<file path="src/rtl/cfs_pkg.sv">
package cfs_pkg;
  localparam int unsigned TEC_W        = 9;
  localparam int unsigned REC_W        = 8;
  localparam int unsigned WARN_LIMIT   = 96;
  localparam int unsigned TX_ERR_STEP  = 8;
  localparam int unsigned RUN_LEN      = 11;
  localparam int unsigned RECOV_RUNS   = 128;
  localparam int unsigned EOF_POS_W    = 3;
  localparam int unsigned IFS_POS_W    = 2;
  localparam int unsigned ACK_EOF_POS  = 6;
  localparam int unsigned IDLE_IFS_POS = 2;

  // Events that end (or abandon) an own transmission
  typedef struct packed {
    logic arb_lost;
    logic bus_idle;
    logic rx_start;
    logic halt;
  } release_ev_t;
endpackage

</file>
<file path="src/rtl/cfs_tec.sv">
module cfs_tec #(
  parameter int unsigned W    = 9,
  parameter int unsigned STEP = 8
) (
  input  logic         clk,
  input  logic         rst_n,
  input  logic         soft_rst,
  input  logic         inc,
  input  logic         dec,
  input  logic         recover,
  output logic [W-1:0] tec
);
  localparam int unsigned SUM_W = W + 1;
  localparam logic [W-1:0] CAP = W'(1) << (W - 1);

  logic             off;
  logic [SUM_W-1:0] sum;
  logic [W-1:0]     nxt;

  assign off = tec[W-1];

  always_comb begin
    sum = {1'b0, tec} + (inc ? SUM_W'(STEP) : '0);
    if (dec && (sum != '0)) sum = sum - SUM_W'(1);
    nxt = (sum >= {1'b0, CAP}) ? CAP : sum[W-1:0];
  end

  always_ff @(posedge clk or negedge rst_n) begin
    if (!rst_n) begin
      tec <= '0;
    end else if (soft_rst || recover) begin
      tec <= '0;
    end else if (!off && (inc || dec)) begin
      tec <= nxt;
    end
  end
endmodule

</file>
<file path="src/rtl/cfs_rec.sv">
module cfs_rec #(
  parameter int unsigned W       = 8,
  parameter int unsigned RUN_LEN = 11,
  parameter int unsigned RUNS    = 128
) (
  input  logic         clk,
  input  logic         rst_n,
  input  logic         soft_rst,
  input  logic         busoff,
  input  logic         rx_err,
  input  logic         rx_ok,
  input  logic         bit_stb,
  input  logic         bit_rec,
  output logic [W-1:0] rec,
  output logic         recover
);
  localparam int unsigned RUN_W = (RUN_LEN > 1) ? $clog2(RUN_LEN) : 1;

  logic [RUN_W-1:0] run;
  logic             busoff_d;
  logic             entering;
  logic             run_done;

  assign entering = busoff && !busoff_d;
  assign run_done = busoff && !entering && bit_stb && bit_rec &&
                    (run == RUN_W'(RUN_LEN - 1));
  assign recover  = run_done && (rec == W'(RUNS - 1));

  always_ff @(posedge clk or negedge rst_n) begin
    if (!rst_n) begin
      rec      <= '0;
      run      <= '0;
      busoff_d <= 1'b0;
    end else begin
      busoff_d <= busoff && !soft_rst;
      if (soft_rst || entering || recover) begin
        rec <= '0;
        run <= '0;
      end else if (busoff) begin
        if (bit_stb) begin
          if (!bit_rec) begin
            run <= '0;
          end else if (run_done) begin
            run <= '0;
            rec <= rec + W'(1);
          end else begin
            run <= run + RUN_W'(1);
          end
        end
      end else begin
        run <= '0;
        case ({rx_err, rx_ok})
          2'b10:   if (rec != '1) rec <= rec + W'(1);
          2'b01:   if (rec != '0) rec <= rec - W'(1);
          default: ;
        endcase
      end
    end
  end
endmodule

</file>
<file path="src/rtl/cfs_txtrack.sv">
module cfs_txtrack
  import cfs_pkg::*;
#(
  parameter int unsigned EOF_W    = 3,
  parameter int unsigned IFS_W    = 2,
  parameter int unsigned ACK_POS  = 6,
  parameter int unsigned IDLE_POS = 2
) (
  input  logic             clk,
  input  logic             rst_n,
  input  logic             soft_rst,
  input  logic             busoff,
  input  logic             recover,
  input  logic             tx_sof,
  input  logic             eof_stb,
  input  logic [EOF_W-1:0] eof_pos,
  input  logic             ifs_stb,
  input  logic [IFS_W-1:0] ifs_pos,
  input  logic             tx_pending,
  input  release_ev_t      rel,
  output logic             tx_idle,
  output logic             tx_ack
);
  logic idle_q;
  logic release_now;

  always_comb begin
    release_now = soft_rst || recover || (|rel) ||
                  (ifs_stb && (ifs_pos == IFS_W'(IDLE_POS)) && !tx_pending);
  end

  always_ff @(posedge clk or negedge rst_n) begin
    if (!rst_n) begin
      idle_q <= 1'b1;
    end else if (release_now) begin
      idle_q <= 1'b1;
    end else if (tx_sof && !busoff) begin
      idle_q <= 1'b0;
    end
  end

  assign tx_idle = idle_q && !busoff;
  assign tx_ack  = eof_stb && (eof_pos == EOF_W'(ACK_POS)) && !idle_q && !busoff;
endmodule

</file>
<file path="src/rtl/can_fault_status.sv">
module can_fault_status
  import cfs_pkg::*;
#(
  parameter int unsigned WARN_AT  = WARN_LIMIT,
  parameter int unsigned ERR_STEP = TX_ERR_STEP,
  parameter int unsigned RUN_BITS = RUN_LEN,
  parameter int unsigned RUN_CNT  = RECOV_RUNS
) (
  input  logic                 clk,
  input  logic                 rst_n,
  input  logic                 soft_rst,
  input  logic                 tx_sof,
  input  logic                 tx_err,
  input  logic                 tx_pending,
  input  logic                 eof_stb,
  input  logic [EOF_POS_W-1:0] eof_pos,
  input  logic                 ifs_stb,
  input  logic [IFS_POS_W-1:0] ifs_pos,
  input  logic                 arb_lost,
  input  logic                 bus_idle,
  input  logic                 rx_start,
  input  logic                 halt_req,
  input  logic                 rx_err,
  input  logic                 rx_ok,
  input  logic                 bit_stb,
  input  logic                 bit_rec,
  output logic                 busoff,
  output logic                 warn,
  output logic                 tx_idle,
  output logic                 tx_ack,
  output logic [TEC_W-2:0]     tec_view
);
  logic [TEC_W-1:0] tec;
  logic [REC_W-1:0] rec;
  logic             recover;
  release_ev_t      rel;

  assign rel      = '{arb_lost: arb_lost, bus_idle: bus_idle, rx_start: rx_start, halt: halt_req};
  assign busoff   = tec[TEC_W-1];
  assign tec_view = tec[TEC_W-2:0];
  assign warn     = !busoff && ((tec >= TEC_W'(WARN_AT)) || (rec >= REC_W'(WARN_AT)));

  cfs_tec #(.W(TEC_W), .STEP(ERR_STEP)) u_tec (
    .clk      (clk),
    .rst_n    (rst_n),
    .soft_rst (soft_rst),
    .inc      (tx_err),
    .dec      (tx_ack),
    .recover  (recover),
    .tec      (tec)
  );

  cfs_rec #(.W(REC_W), .RUN_LEN(RUN_BITS), .RUNS(RUN_CNT)) u_rec (
    .clk      (clk),
    .rst_n    (rst_n),
    .soft_rst (soft_rst),
    .busoff   (busoff),
    .rx_err   (rx_err),
    .rx_ok    (rx_ok),
    .bit_stb  (bit_stb),
    .bit_rec  (bit_rec),
    .rec      (rec),
    .recover  (recover)
  );

  cfs_txtrack #(
    .EOF_W    (EOF_POS_W),
    .IFS_W    (IFS_POS_W),
    .ACK_POS  (ACK_EOF_POS),
    .IDLE_POS (IDLE_IFS_POS)
  ) u_tx (
    .clk        (clk),
    .rst_n      (rst_n),
    .soft_rst   (soft_rst),
    .busoff     (busoff),
    .recover    (recover),
    .tx_sof     (tx_sof),
    .eof_stb    (eof_stb),
    .eof_pos    (eof_pos),
    .ifs_stb    (ifs_stb),
    .ifs_pos    (ifs_pos),
    .tx_pending (tx_pending),
    .rel        (rel),
    .tx_idle    (tx_idle),
    .tx_ack     (tx_ack)
  );
endmodule

</file>
<file path="config.mk">
export PLATFORM = sky130hd
export DESIGN_NAME = can_fault_status
export DESIGN_NICKNAME = d
export VERILOG_FILES = /design/src/rtl/cfs_pkg.sv /design/src/rtl/cfs_tec.sv /design/src/rtl/cfs_rec.sv /design/src/rtl/cfs_txtrack.sv /design/src/rtl/can_fault_status.sv
export SDC_FILE = /design/constraint.sdc
export NUM_CORES = 1
export LEC_CHECK = 0
export BUFFER_PORTS_ARGS = -buffer_cell sky130_fd_sc_hd__buf_4
export CELL_PAD_IN_SITES_DETAIL_PLACEMENT = 0
export CELL_PAD_IN_SITES_GLOBAL_PLACEMENT = 1
export CORE_MARGIN = 4
export CORE_UTILIZATION = 45
export DETAILED_ROUTE_END_ITERATION = 10
export PLACE_DENSITY = 0.84
export SLEW_MARGIN = 20
export SYNTH_ARGS = -nofsm -noshare
export SYNTH_HDL_FRONTEND = slang
export SYNTH_SLANG_ARGS = --single-unit
</file>
<file path="constraint.sdc">
create_clock -name clk -period 6.5 [get_ports clk]
set_clock_uncertainty 0.05 [all_clocks]
set_input_delay 1.3 -clock clk [delete_from_list [all_inputs] [get_ports clk]]
set_output_delay 1.3 -clock clk [all_outputs]
set_load 0.02 [all_outputs]
</file>
==> results.md, run 1 <==
- After layout, the minimum clock period comes to 3.64 ns.
- The maximum clock rate is 275 MHz.
- Registers take 577 sq um.
- After clock tree synthesis, the flow added hold-fix buffers numbering 0.
- In this run the worst path has a maximum fanout of 4.
- The min-delay analysis places its worst path in the category flip-flop to flip-flop.
- The fraction of final layout cells with drive strength greater than 1 is 0.234.
- The average via count per standard cell is 6.17.
- The DRC violation total after the first TritonRoute iteration is 141.
- The die boundary height is 71.2 microns.
- The post-synthesis instance area is 1800 sq um.
- After clock tree synthesis, the setup repair step added 0 buffers.
- For this run, the register share of the synthesized area comes to 0.321.
- The footprint of the multi-input gates is 1130 sq um.
- The element type at the critical path start is a primary input.
- The commonest cells after synthesis are sky130_fd_sc_hd__dfrtp_1, sky130_fd_sc_hd__nor2_1, sky130_fd_sc_hd__nand2_1.
- The buffer depth of the longest clock path is 2.
- Input and output buffers added on the ports amount to 32.
- For this run, the detailed router's first-pass iteration total came to 4.
- The initialized floorplan defines 22 standard-cell rows.
- The uppermost layer routed is met4.
- In this run, CTS created clock tree buffers numbering 3.
- The cell accounting for the most synthesized area is sky130_fd_sc_hd__dfrtp_1.
- The TritonCTS clock tree is built.
- After clock tree synthesis, the clock-pin slew on the worst setup and hold paths is 0.09 ns.
- The initial antenna violation count is 0.
- The via count of the first global-routing pass came to 1644.
- Wire segments on met2 add up to 2.35 mm in the final route.
- The first global-routing pass estimated 7.54 mm of wire.
- The period utilization is 0.560.
- The wire-length estimate of the detail-placed layout is 3.42 mm.
- The maximum number of pins on one net before global-route repair is 24.
- The clock root buffer master is sky130_fd_sc_hd__clkbuf_8.
- The data arrival time at the worst-slack endpoint is 3.80 ns.
- The synthesis-to-finish area growth is 16.6%.
- Counting flops and latches in the post-synthesis netlist gives 23.
- The detailed router put a total of 1.91 mm of wire on met1.
- After technology mapping, the gate count stands at 201.
- The die is 71.2 microns wide.
- The final route contains 1721 vias.
- The area share of the leading cell type in the synthesized netlist is 0.306.
- The overall track demand over capacity in global routing is 0.180.
- On the critical path, the stage with the largest delay is an instance of sky130_fd_sc_hd__or4_1.
- The residual DRC count is 0.
- The power density over the cells is 153 nW/um^2.
- In the detailed route, the total length drawn on met3 is 203 microns.
- The classification of the worst setup path is primary input to flip-flop.
- The count of pins over their slew limit came to 0.
- The netlist uses 60 different library cells.
- Across the run, the number of max-cap violations was 0.
- The cell seen most often among critical-path stages is sky130_fd_sc_hd__ha_1.
- The post-synthesis net count is 230.
- The relative max-transition margin is 0.333.
- The congestion estimate from routability-driven global placement came to 0.850.
- The count of flip-flops with a built-in enable after synthesis is 0.
- CTS built an H-tree with a depth of 1.
- The critical path goes through buf_4, ha_1, ha_1, nor4b_1, o211ai_1, and3_2, a2111o_1, or4_1, nand3_1.
- During I/O placement, the number of pins put on the boundary was 33.
- For the pin with the worst max-slew slack, the measured transition is 0.990 ns.
- The worst supply voltage drop on vdd is 0.0000708 V.
- On the worst path, the slowest cell contributes a delay of 0.52 ns.
- The prevailing post-synth register cell is sky130_fd_sc_hd__dfrtp_1.
- For this run, the share of the core covered by cells in the final layout is 0.556.
- The dominant cell by count in the synthesized netlist is sky130_fd_sc_hd__dfrtp_1.
- Of all flip-flops after synthesis, the portion carrying an async set or reset was 1.00.
- The core box area is 3770 sq um.
- The per-cell routed wire length is 16.2 microns.
- The total inserted antenna cells is 0.
- Summed over all failing endpoints, the final setup total negative slack is 0 ns.
- For this configuration, the core starts out at a cell density of 0.477.
- The mean area per synthesized cell is 8.95 sq um.
- The synthesis warning total is 0.
- The hold violation count in the final report came to 0.
- The clock sink total is 23.
- The leakage power figure is 0.894 nW.
- Post-CTS repair changed the size of 0 cells.
- After the last flow step, the layout net total stands at 261.
- The number of inserted filler cells in the final layout is 346.
- For this run the aggregate overflow at the end of global routing stands at 0.
- After synthesis, the cell types taking the most area are sky130_fd_sc_hd__dfrtp_1, sky130_fd_sc_hd__ha_1, sky130_fd_sc_hd__nor2_1, sky130_fd_sc_hd__xor2_1, sky130_fd_sc_hd__nand2_1.
- The number of failing setup endpoints in the final timing report is 0.
- At the later pin of the worst-skew pair, clock insertion delay measures 0.26 ns.
- The number of antenna-violating nets in the routed design is 0.
- The die covers 5070 sq um.
- Setup repair after global routing left no endpoint under its margin.
- STA puts the critical path data required time at 6.65 ns.
- The aggregate routed wire length is 4.52 mm.
- The flow ran to the end, and the final reports show no timing, DRC or antenna violations.
- The worst setup path is captured at a flip-flop.
layout make-up:
class | count | area share
Clock buffer | 3 | 0.0197
Tap cell | 48 | 0.0287
Multi-Input combinational cell | 161 | 0.540
Inverter | 11 | 0.0197
Sequential cell | 23 | 0.275
Timing Repair Buffer | 32 | 0.115
Clock inverter | 1 | 0.00239
through the flow:
| step | cell area, sq um | hold WS [ns] | setup WS [ns] | total power [W] | instances |
|---|---|---|---|---|---|
| after CTS | 2100 | 0.502 | 2.91 | 0.000326 | 279 |
| after floorplan | 1800 | 0.454 | 2.96 | 0.000204 | 201 |
| final | 2100 | 0.492 | 2.86 | 0.000320 | 279 |
| after global routing | 2100 | 0.540 | 2.73 | 0.000342 | 279 |
| after global placement | 2050 | 0.480 | 2.72 | 0.000229 | 275 |
| after detailed placement | 2050 | 0.466 | 2.62 | 0.000232 | 275 |
placed cells by master, fill, tap and decap left out, types with 7 or more instances in the layout:
| master | synthesis | routed |
|---|---|---|
| sky130_fd_sc_hd__buf_4 | 1 | 32 |
| sky130_fd_sc_hd__dfrtp_1 | 22 | 22 |
| sky130_fd_sc_hd__nor2_1 | 21 | 21 |
| sky130_fd_sc_hd__nand2_1 | 18 | 18 |
| sky130_fd_sc_hd__inv_1 | 11 | 11 |
| sky130_fd_sc_hd__xor2_1 | 8 | 8 |
| sky130_fd_sc_hd__o21ai_0 | 8 | 8 |
| sky130_fd_sc_hd__ha_1 | 8 | 8 |
| sky130_fd_sc_hd__a21oi_1 | 7 | 7 |
| sky130_fd_sc_hd__o211ai_1 | 7 | 7 |
cells by family after synthesis:
kind of cell,synth area share
flip-flops,0.321
multiplexers,0.0118
buffers and inverters,0.0501
adder cells (fa/ha/maj),0.0557
XOR/XNOR,0.0633
AND/OR/NAND/NOR,0.296
AO/OA/AOI/OAI,0.203
per-layer routing:
| layer | global-route usage | up-vias |
|---|---|---|
| met1 | 0.226 | 843 |
| li1 | - | 812 |
| met4 | 0.0585 | 0 |
| met2 | 0.314 | 56 |
| met3 | 0.0309 | 10 |
| met5 | 0 | - |
report_power, final:
part           total [W]  switching [W]  internal [W]  leakage [nW]
combinational  0.0000736      0.0000414     0.0000322         0.554
clock          0.0000909      0.0000481     0.0000428        0.0255
sequential      0.000156     0.00000720      0.000149         0.314
sequential cells by signal, summed over array words and instances, names as in the netlist:
name	flops
u_tx.idle_q	1
u_rec.busoff_d	1
u_rec.rec	8
u_tec.tec	9
u_rec.run	4
worst max-delay path, delay by kind of cell:
family                     cells  cell delay [ns]
and+or+nand+nor                4             1.22
AOI/OAI and AO/OA              2             0.60
buffers and inverters          1             0.12
adders and majority gates      2             0.56
worst paths after layout:
path                                     startpoint                  endpoint  slack [ns]  cells after the start
max in group asynchronous                     rst_n   u_tx.idle_q$_DFFE_PN1P_        5.24                      1
min in group asynchronous                     rst_n  u_rec.rec[1]$_DFFE_PN0P_        0.87                      1
hold reg to reg            u_tec.tec[3]$_DFFE_PN0P_  u_tec.tec[3]$_DFFE_PN0P_        0.49                      2
setup / recovery                             tx_err  u_tec.tec[5]$_DFFE_PN0P_        2.86                      9
setup reg to reg           u_tec.tec[3]$_DFFE_PN0P_  u_tec.tec[5]$_DFFE_PN0P_        3.60                      8
hold / removal             u_tec.tec[3]$_DFFE_PN0P_  u_tec.tec[3]$_DFFE_PN0P_        0.49                      2
Note: power is estimated with default switching activity, not from simulation.
==> inputs of run 2 (changes only) <==
--- a/config.mk
+++ b/config.mk
@@ -9,9 +9,9 @@
 export CELL_PAD_IN_SITES_DETAIL_PLACEMENT = 0
 export CELL_PAD_IN_SITES_GLOBAL_PLACEMENT = 1
 export CORE_MARGIN = 4
-export CORE_UTILIZATION = 45
+export CORE_UTILIZATION = 38
 export DETAILED_ROUTE_END_ITERATION = 10
-export PLACE_DENSITY = 0.84
+export PLACE_DENSITY = 0.75
 export SLEW_MARGIN = 20
 export SYNTH_ARGS = -nofsm -noshare
 export SYNTH_HDL_FRONTEND = slang
==> constraint.sdc (replaced) <==
create_clock -name clk -period 3 [get_ports clk]
set_clock_uncertainty 0.05 [all_clocks]
set_input_delay 0.6 -clock clk [delete_from_list [all_inputs] [get_ports clk]]
set_output_delay 0.6 -clock clk [all_outputs]
set_load 0.02 [all_outputs]
==> run 2 against run 1 <==
  * Critical path depth unchanged
  * Sequential power increased by 120%
  * Cell area increased by 5.3%
  * Core utilization decreased by 6.3 points
  * Count of clock-buffer cells in the layout unchanged
  * Sequential share of layout area decreased by 1.4 points
  * Global-route usage decreased by 2.3 points
  * Worst setup slack got worse by 2.6 ns
  * Hold slack got worse by 0.34 ns
  * Largest cell class unchanged
  * Highest routed layer unchanged
==> results.md, run 2 (synthesis results as in run 1) <==
- The total overflow left after global routing is 0.
- For this run, the post-layout net count is 275.
- The most common cell after layout, fill and taps aside is sky130_fd_sc_hd__buf_4.
- For this run, the detailed router's first-pass iteration total came to 4.
- Final hold analysis gives a worst-case slack of 0.153 ns.
- The classification of the worst setup path is primary input to flip-flop.
- The setup check on the worst reg-to-reg path leaves a slack of 0.26 ns.
- The flip-flop count of the largest register after layout is 9.
- For this run, design rule violations remaining after detail routing come to 0.
- The overall track demand over capacity in global routing is 0.157.
- 0 antenna diodes ended up in the layout.
- The final setup slack of the worst path is 0.232 ns.
- The die boundary height is 76.8 microns.
- Leaving out fill and tap cells, the most frequent cells in the layout are sky130_fd_sc_hd__buf_4, sky130_fd_sc_hd__dfrtp_1, sky130_fd_sc_hd__nor2_1.
- For the pin with the worst max-slew slack, the measured transition is 0.614 ns.
- TritonCTS built the clock tree.
- Data arrives at the worst endpoint at 2.93 ns.
- The category of the worst setup path capture point is a flip-flop.
- The initialized floorplan defines 24 standard-cell rows.
- The maximum fanout along the worst path is 3.
- The required arrival time at the worst endpoint is 3.16 ns.
- The detailed-route via count is 1695.
- After floorplanning, the core was sized to cover 4470 sq um.
- The H-tree level count is 1.
- The buffer depth of the longest clock path is 2.
- At the placement stage, the worst setup path has a slack of -0.0362 ns.
- The die width is 76.8 microns.
- The relative max-transition margin is 0.585.
- The tightest min-delay check is of the primary input to asynchronous set/reset pin type.
- The count of pins over their slew limit is 0.
- The final core area utilization is 0.493.
- Dividing the detail-routed wire length by the instance count gives 14.9 microns.
- The clock sink total is 23.
- The minimum clock period after layout is 2.77 ns.
- The largest registers in the layout are u_tec.tec (9), u_rec.rec (8), u_rec.run (4).
- The clock transition at the registers of the reported paths is 0.10 ns.
- The placed cell count is 293.
- The initial antenna violation count is 0.
- The maximum clock rate is 361 MHz.
- The routability congestion estimate is 0.835.
- The first global-routing pass estimated 7.69 mm of wire.
- Setup repair after global routing left no endpoint under its margin.
- The path depth of the worst reg2reg path is 8.
- The end of the worst register-to-register path is u_tec.tec[5]$_DFFE_PN0P_.
- The hold violation count in the final report was 0.
- The die outline area is 5900 sq um.
- Post-CTS repair changed the size of 0 cells.
- Setup total negative slack on the finished layout was measured at 0 ns.
- The launching element of the worst setup path is tx_err.
- The worst supply voltage drop on vdd is 0.000153 V.
- The port buffer count is 32.
- The leakage power figure is 0.965 nW.
- The number of clock buffers added by TritonCTS is 3.
- 33 I/O pins were placed.
- Across the run, the number of max-cap violations was 0.
- Setup violations remaining at the end of the flow were counted as 0.
- The root buffer cell chosen for the clock tree is sky130_fd_sc_hd__clkbuf_8.
- The number of hold-repair buffers added at the cts stage is 0.
- The via count of the first global-routing pass is 1609.
- In this run the critical register-to-register path is launched from u_tec.tec[3]$_DFFE_PN0P_.
- The maximum number of pins on one net before global-route repair is 24.
- The synthesis-to-finish area growth is 22.7%.
- Using the TritonRoute via totals, the vias-per-cell ratio works out to 5.71.
- The insertion delay of the later-clocked pin in the worst-skew pair is 0.27 ns.
- The wire-length estimate of the detail-placed layout is 3.40 mm.
- The DRC violation total after the first TritonRoute iteration is 80.
- The power density over the cells is 324 nW/um^2.
- The period utilization is 0.923.
- Once detail routing completed, the nets flagged for antenna violations numbered 0.
- The register name with the most flops is u_tec.tec.
- After clock tree synthesis, the setup repair step added 0 buffers.
- The effective utilization at floorplan is 0.402.
- The worst setup path is launched from a primary input.
- The flow ran to the end, and the final reports show no timing, DRC or antenna violations.
- Of the cells placed in the final design, the portion with a size suffix greater than 1 is 0.278.
- The finished layout holds 297 standard cells, fillers aside.
- The aggregate routed wire length is 4.43 mm.
run 2: per-stage QoR:
step	power, W	cell area, sq um
6_report	0.000715	2210
4_1_cts	0.000723	2210
3_3_place_gp	0.000515	2160
2_1_floorplan	0.000442	1800
5_1_grt	0.000761	2210
3_5_place_dp	0.000515	2160
run 2: layout make-up:
type,instances,area [sq um]
Inverter,11,41.3
Fill cell,450,2270
Multi-Input combinational cell,161,1130
Tap cell,52,65.1
Clock buffer,3,41.3
Timing Repair Buffer,46,345
Clock inverter,1,5.00
Sequential cell,23,577
run 2: power by group:
part / internal [W] / switching, W / leakage (nW)
registers: 0.000322 / 0.0000146 / 0.314
clock network: 0.0000930 / 0.000113 / 0.0255
logic: 0.0000815 / 0.0000905 / 0.625
run 2: critical path, cell delays in order:
cell                       delay, ns
sky130_fd_sc_hd__buf_4          0.11
sky130_fd_sc_hd__ha_1           0.20
sky130_fd_sc_hd__ha_1           0.29
sky130_fd_sc_hd__nor4b_1        0.32
sky130_fd_sc_hd__o211ai_1       0.17
sky130_fd_sc_hd__and3_2         0.24
sky130_fd_sc_hd__a2111o_1       0.41
sky130_fd_sc_hd__or4_1          0.51
sky130_fd_sc_hd__nand3_1        0.08
run 2: metal layers:
| metal | wire (microns) | vias to the layer above | GRT usage |
|---|---|---|---|
| met1 | 2350 | 814 | 0.237 |
| met2 | 1900 | 29 | 0.231 |
| li1 | - | 848 | - |
| met5 | 0 | - | 0 |
| met4 | 44 | 0 | 0.0435 |
| met3 | 138 | 4 | 0.0234 |
run 2: how the worst max path moves through the flow:
stage | endpoint | slack [ns]
after global routing | u_tec.tec[5]$_DFFE_PN0P_ | 0.04
after floorplan | u_tec.tec[5]$_DFFE_PN0P_ | 0.16
after global placement | u_tec.tec[5]$_DFFE_PN0P_ | 0.009
after detailed placement | u_tec.tec[5]$_DFFE_PN0P_ | -0.04
after CTS | u_tec.tec[5]$_DFFE_PN0P_ | 0.24
final | u_tec.tec[5]$_DFFE_PN0P_ | 0.23
==> inputs of run 3 (changes only) <==
--- a/config.mk
+++ b/config.mk
@@ -12,6 +12,7 @@
 export CORE_UTILIZATION = 38
 export DETAILED_ROUTE_END_ITERATION = 10
 export PLACE_DENSITY = 0.75
+export REMOVE_ABC_BUFFERS = 1
 export SLEW_MARGIN = 20
 export SYNTH_ARGS = -nofsm -noshare
 export SYNTH_HDL_FRONTEND = slang
==> run 3 against run 2 <==
  * Non-clock buffer count shrank 2
  * Routed wire length grew 0.72%
  * Fmax shrank 0.58%
  * Core utilization shrank 0.36 points
  * Critical path type unchanged
  * Largest cell class unchanged
  * Largest power group unchanged
==> results.md, run 3 (synthesis results as in run 1) <==
- The residual overflow from global routing is 0.
- The flow ran to the end, and the final reports show no timing, DRC or antenna violations.
- The congestion estimate from routability-driven global placement came to 0.864.
- Setup repair after global routing left no endpoint under its margin.
- The via count of the first global-routing pass is 1650.
- The H-tree level count is 1.
- The clock net in this run drives a total of 23 sinks.
- The power after layout is 0.000704 W.
- After detailed routing, the number of vias per cell comes to 5.69.
- The count of pins over their slew limit is 0.
- The number of core rows is 24.
- The total setup buffers inserted after CTS is 0.
- The routed layout has 1678 vias.
- Summing all placed instances gives a cell area of 2140 sq um.
- In this run the standard cell core region covers 4470 sq um.
- The worst hold-check path type is primary input to asynchronous set/reset pin.
- Subtracting the final worst setup slack from the clock period gives 2.78 ns.
- The data arrival time at the worst-slack endpoint is 2.94 ns.
- Once layout is complete, the utilization of the core stands at 0.489.
- The max capacitance violation total is 0.
- The floorplan step set the die height to 76.8 microns.
- IR analysis of the VDD net gives a maximum drop of 0.000147 V.
- Walking the worst path, the cells encountered are buf_4, ha_1, ha_1, nor4b_1, o211ai_1, and3_2, a2111o_1, or4_1, nand3_1.
- The detailed-placement wirelength estimate is 3.54 mm.
- TritonCTS created 3 clock buffers.
- The net count reported at finish is 273.
- The element type at the critical path start is a primary input.
- TritonCTS built the clock tree.
- The pin slew with the least headroom to its limit is 0.736 ns.
- The maximum number of pins on one net before global-route repair is 24.
- The number of antenna-violating nets in the routed design is 0.
- The number of non-filler instances in the completed layout is 295.
- Clock-pin slew was measured on the worst setup and hold paths at 0.08 ns.
- The largest registers in the layout are u_tec.tec (9), u_rec.rec (8), u_rec.run (4).
- The die outline area is 5900 sq um.
- The clock root buffer master is sky130_fd_sc_hd__clkbuf_8.
- The number of buffers and inverters on the critical path is 1.
- The initial utilization of the core area, before any placement, comes to 0.402.
- The detailed router finished its first iteration with 62 violations.
- The number of antenna diodes in the final layout is 0.
- The depth of the critical timing path with buffers and inverters included is 9.
- For this run, the total global-route usage over all layers was measured as 0.159.
- The flip-flop count of the largest register after layout is 9.
- After detailed routing, the total wire length is 4.46 mm.
- The path depth of the worst reg2reg path is 8.
- The maximum fanout along the worst path is 3.
- On the critical path, the stage with the largest delay is an instance of sky130_fd_sc_hd__or4_1.
- The initial antenna violation count is 0.
- The first-pass detailed-route iteration total is 4.
- 33 I/O pins were placed.
- The largest incremental delay on the critical path is 0.51 ns.
- The classification of the worst setup path is primary input to flip-flop.
- In the layout the commonest cells are sky130_fd_sc_hd__buf_4, sky130_fd_sc_hd__dfrtp_1, sky130_fd_sc_hd__nor2_1.
- The per-cell routed wire length is 15.1 microns.
- Dividing the final minimum period by the clock period gives 0.928.
- Broken down by cell family, the worst path's largest delay share belongs to simple AND/OR/NAND/NOR gates.
- The register with the most flip-flops in the final layout is u_tec.tec.
- For this design the ratio of total power to cell area is 321 nW/um^2.
- The number of inserted filler cells in the final layout is 450.
- The maximum clock rate is 359 MHz.
- Measured along the x axis, the die boundary spans 76.8 microns.
- The hold violation count in the final report is 0.
- The category of the worst setup path capture point is a flip-flop.
- The number of failing setup endpoints in the final timing report is 0.
- After routing the design area is 2190 sq um.
- For the worst setup path, the data required time is 3.16 ns.
- The synthesis-to-finish area growth is 21.8%.
- The cell seen most often among critical-path stages is sky130_fd_sc_hd__ha_1.
- The fraction of final layout cells with drive strength greater than 1 is 0.267.
- The clock reaches the later pin of the worst-skew pair after 0.27 ns.
- Measured against its own limit, the worst slew margin works out to 0.504.
- No sink is reached through more buffers than the 2 on the longest clock path.
- Input and output buffers added on the ports amount to 32.
- After detailed placement, the design holds a cell count of 291.
- For this design the static power due to leakage is 0.953 nW.
- The library cell used most frequently in the layout, excluding fill and tap cells, is sky130_fd_sc_hd__buf_4.
- Post-CTS repair changed the size of 0 cells.
- On the final layout, the worst hold slack is 0.170 ns.
- The number of hold-repair buffers added at the cts stage is 0.
- After detailed routing, the number of remaining DRC violations is 0.
- The first global-routing pass estimated 7.69 mm of wire.
run 3: final cells by class:
cell class                 count  area, sq um  area share
sequential                    23          577       0.263
inverter                      11         41.3      0.0189
timing repair buffer          44          330       0.151
tap                           52         65.1      0.0297
multi-input combinational    161         1130       0.517
clock buffer                   4         45.0      0.0206
run 3: where the power goes:
part | total [W] | leakage (nW) | internal [W] | switching (W)
Combinational | 0.000169 | 0.616 | 0.0000782 | 0.0000912
Clock | 0.000198 | 0.0228 | 0.0000950 | 0.000103
Sequential | 0.000337 | 0.314 | 0.000322 | 0.0000145
Total | 0.000704 | 0.953 | 0.000495 | 0.000209
run 3: stage by stage:
step | setup slack (ns) | setup TNS (ns)
final | 0.216 | 0
after global routing | 0.0409 | 0
after CTS | 0.234 | 0
after detailed placement | -0.0351 | -0.0505
after global placement | -0.0113 | -0.0113
after floorplan | 0.160 | 0
run 3: metal layers:
| metal | vias to the layer above | routed length, microns | global-route usage | part of all wire |
|---|---|---|---|---|
| li1 | 839 | - | - | - |
| met1 | 785 | 2230 | 0.222 | 0.50 |
| met2 | 49 | 1960 | 0.255 | 0.44 |
| met3 | 5 | 219 | 0.0211 | 0.049 |
| met4 | 0 | 55 | 0.0435 | 0.012 |
| met5 | - | 0 | 0 | 0 |
run 3: worst reg2reg max path, stage by stage, from the launching register on:
cell and delay (ns):
sky130_fd_sc_hd__dfrtp_1 0.42, sky130_fd_sc_hd__ha_1 0.21, sky130_fd_sc_hd__ha_1 0.31, sky130_fd_sc_hd__nor4b_1 0.35
sky130_fd_sc_hd__o211ai_1 0.16, sky130_fd_sc_hd__and3_2 0.23, sky130_fd_sc_hd__a2111o_1 0.38, sky130_fd_sc_hd__or4_1 0.51
sky130_fd_sc_hd__nand3_1 0.08
run 3: final timing paths:
path | start | end | slack [ns]
worst min register to register | u_rec.run[3]$_DFFE_PN0N_ | u_rec.run[3]$_DFFE_PN0N_ | 0.50
max in group asynchronous | rst_n | u_tx.idle_q$_DFFE_PN1P_ | 2.44
min in group clk | soft_rst | u_rec.busoff_d$_DFF_PN0_ | 0.44
worst max register to register | u_tec.tec[3]$_DFFE_PN0P_ | u_tec.tec[5]$_DFFE_PN0P_ | 0.24
worst max-delay path | tx_err | u_tec.tec[5]$_DFFE_PN0P_ | 0.22
worst min-delay path | rst_n | u_rec.rec[6]$_DFFE_PN0P_ | 0.17
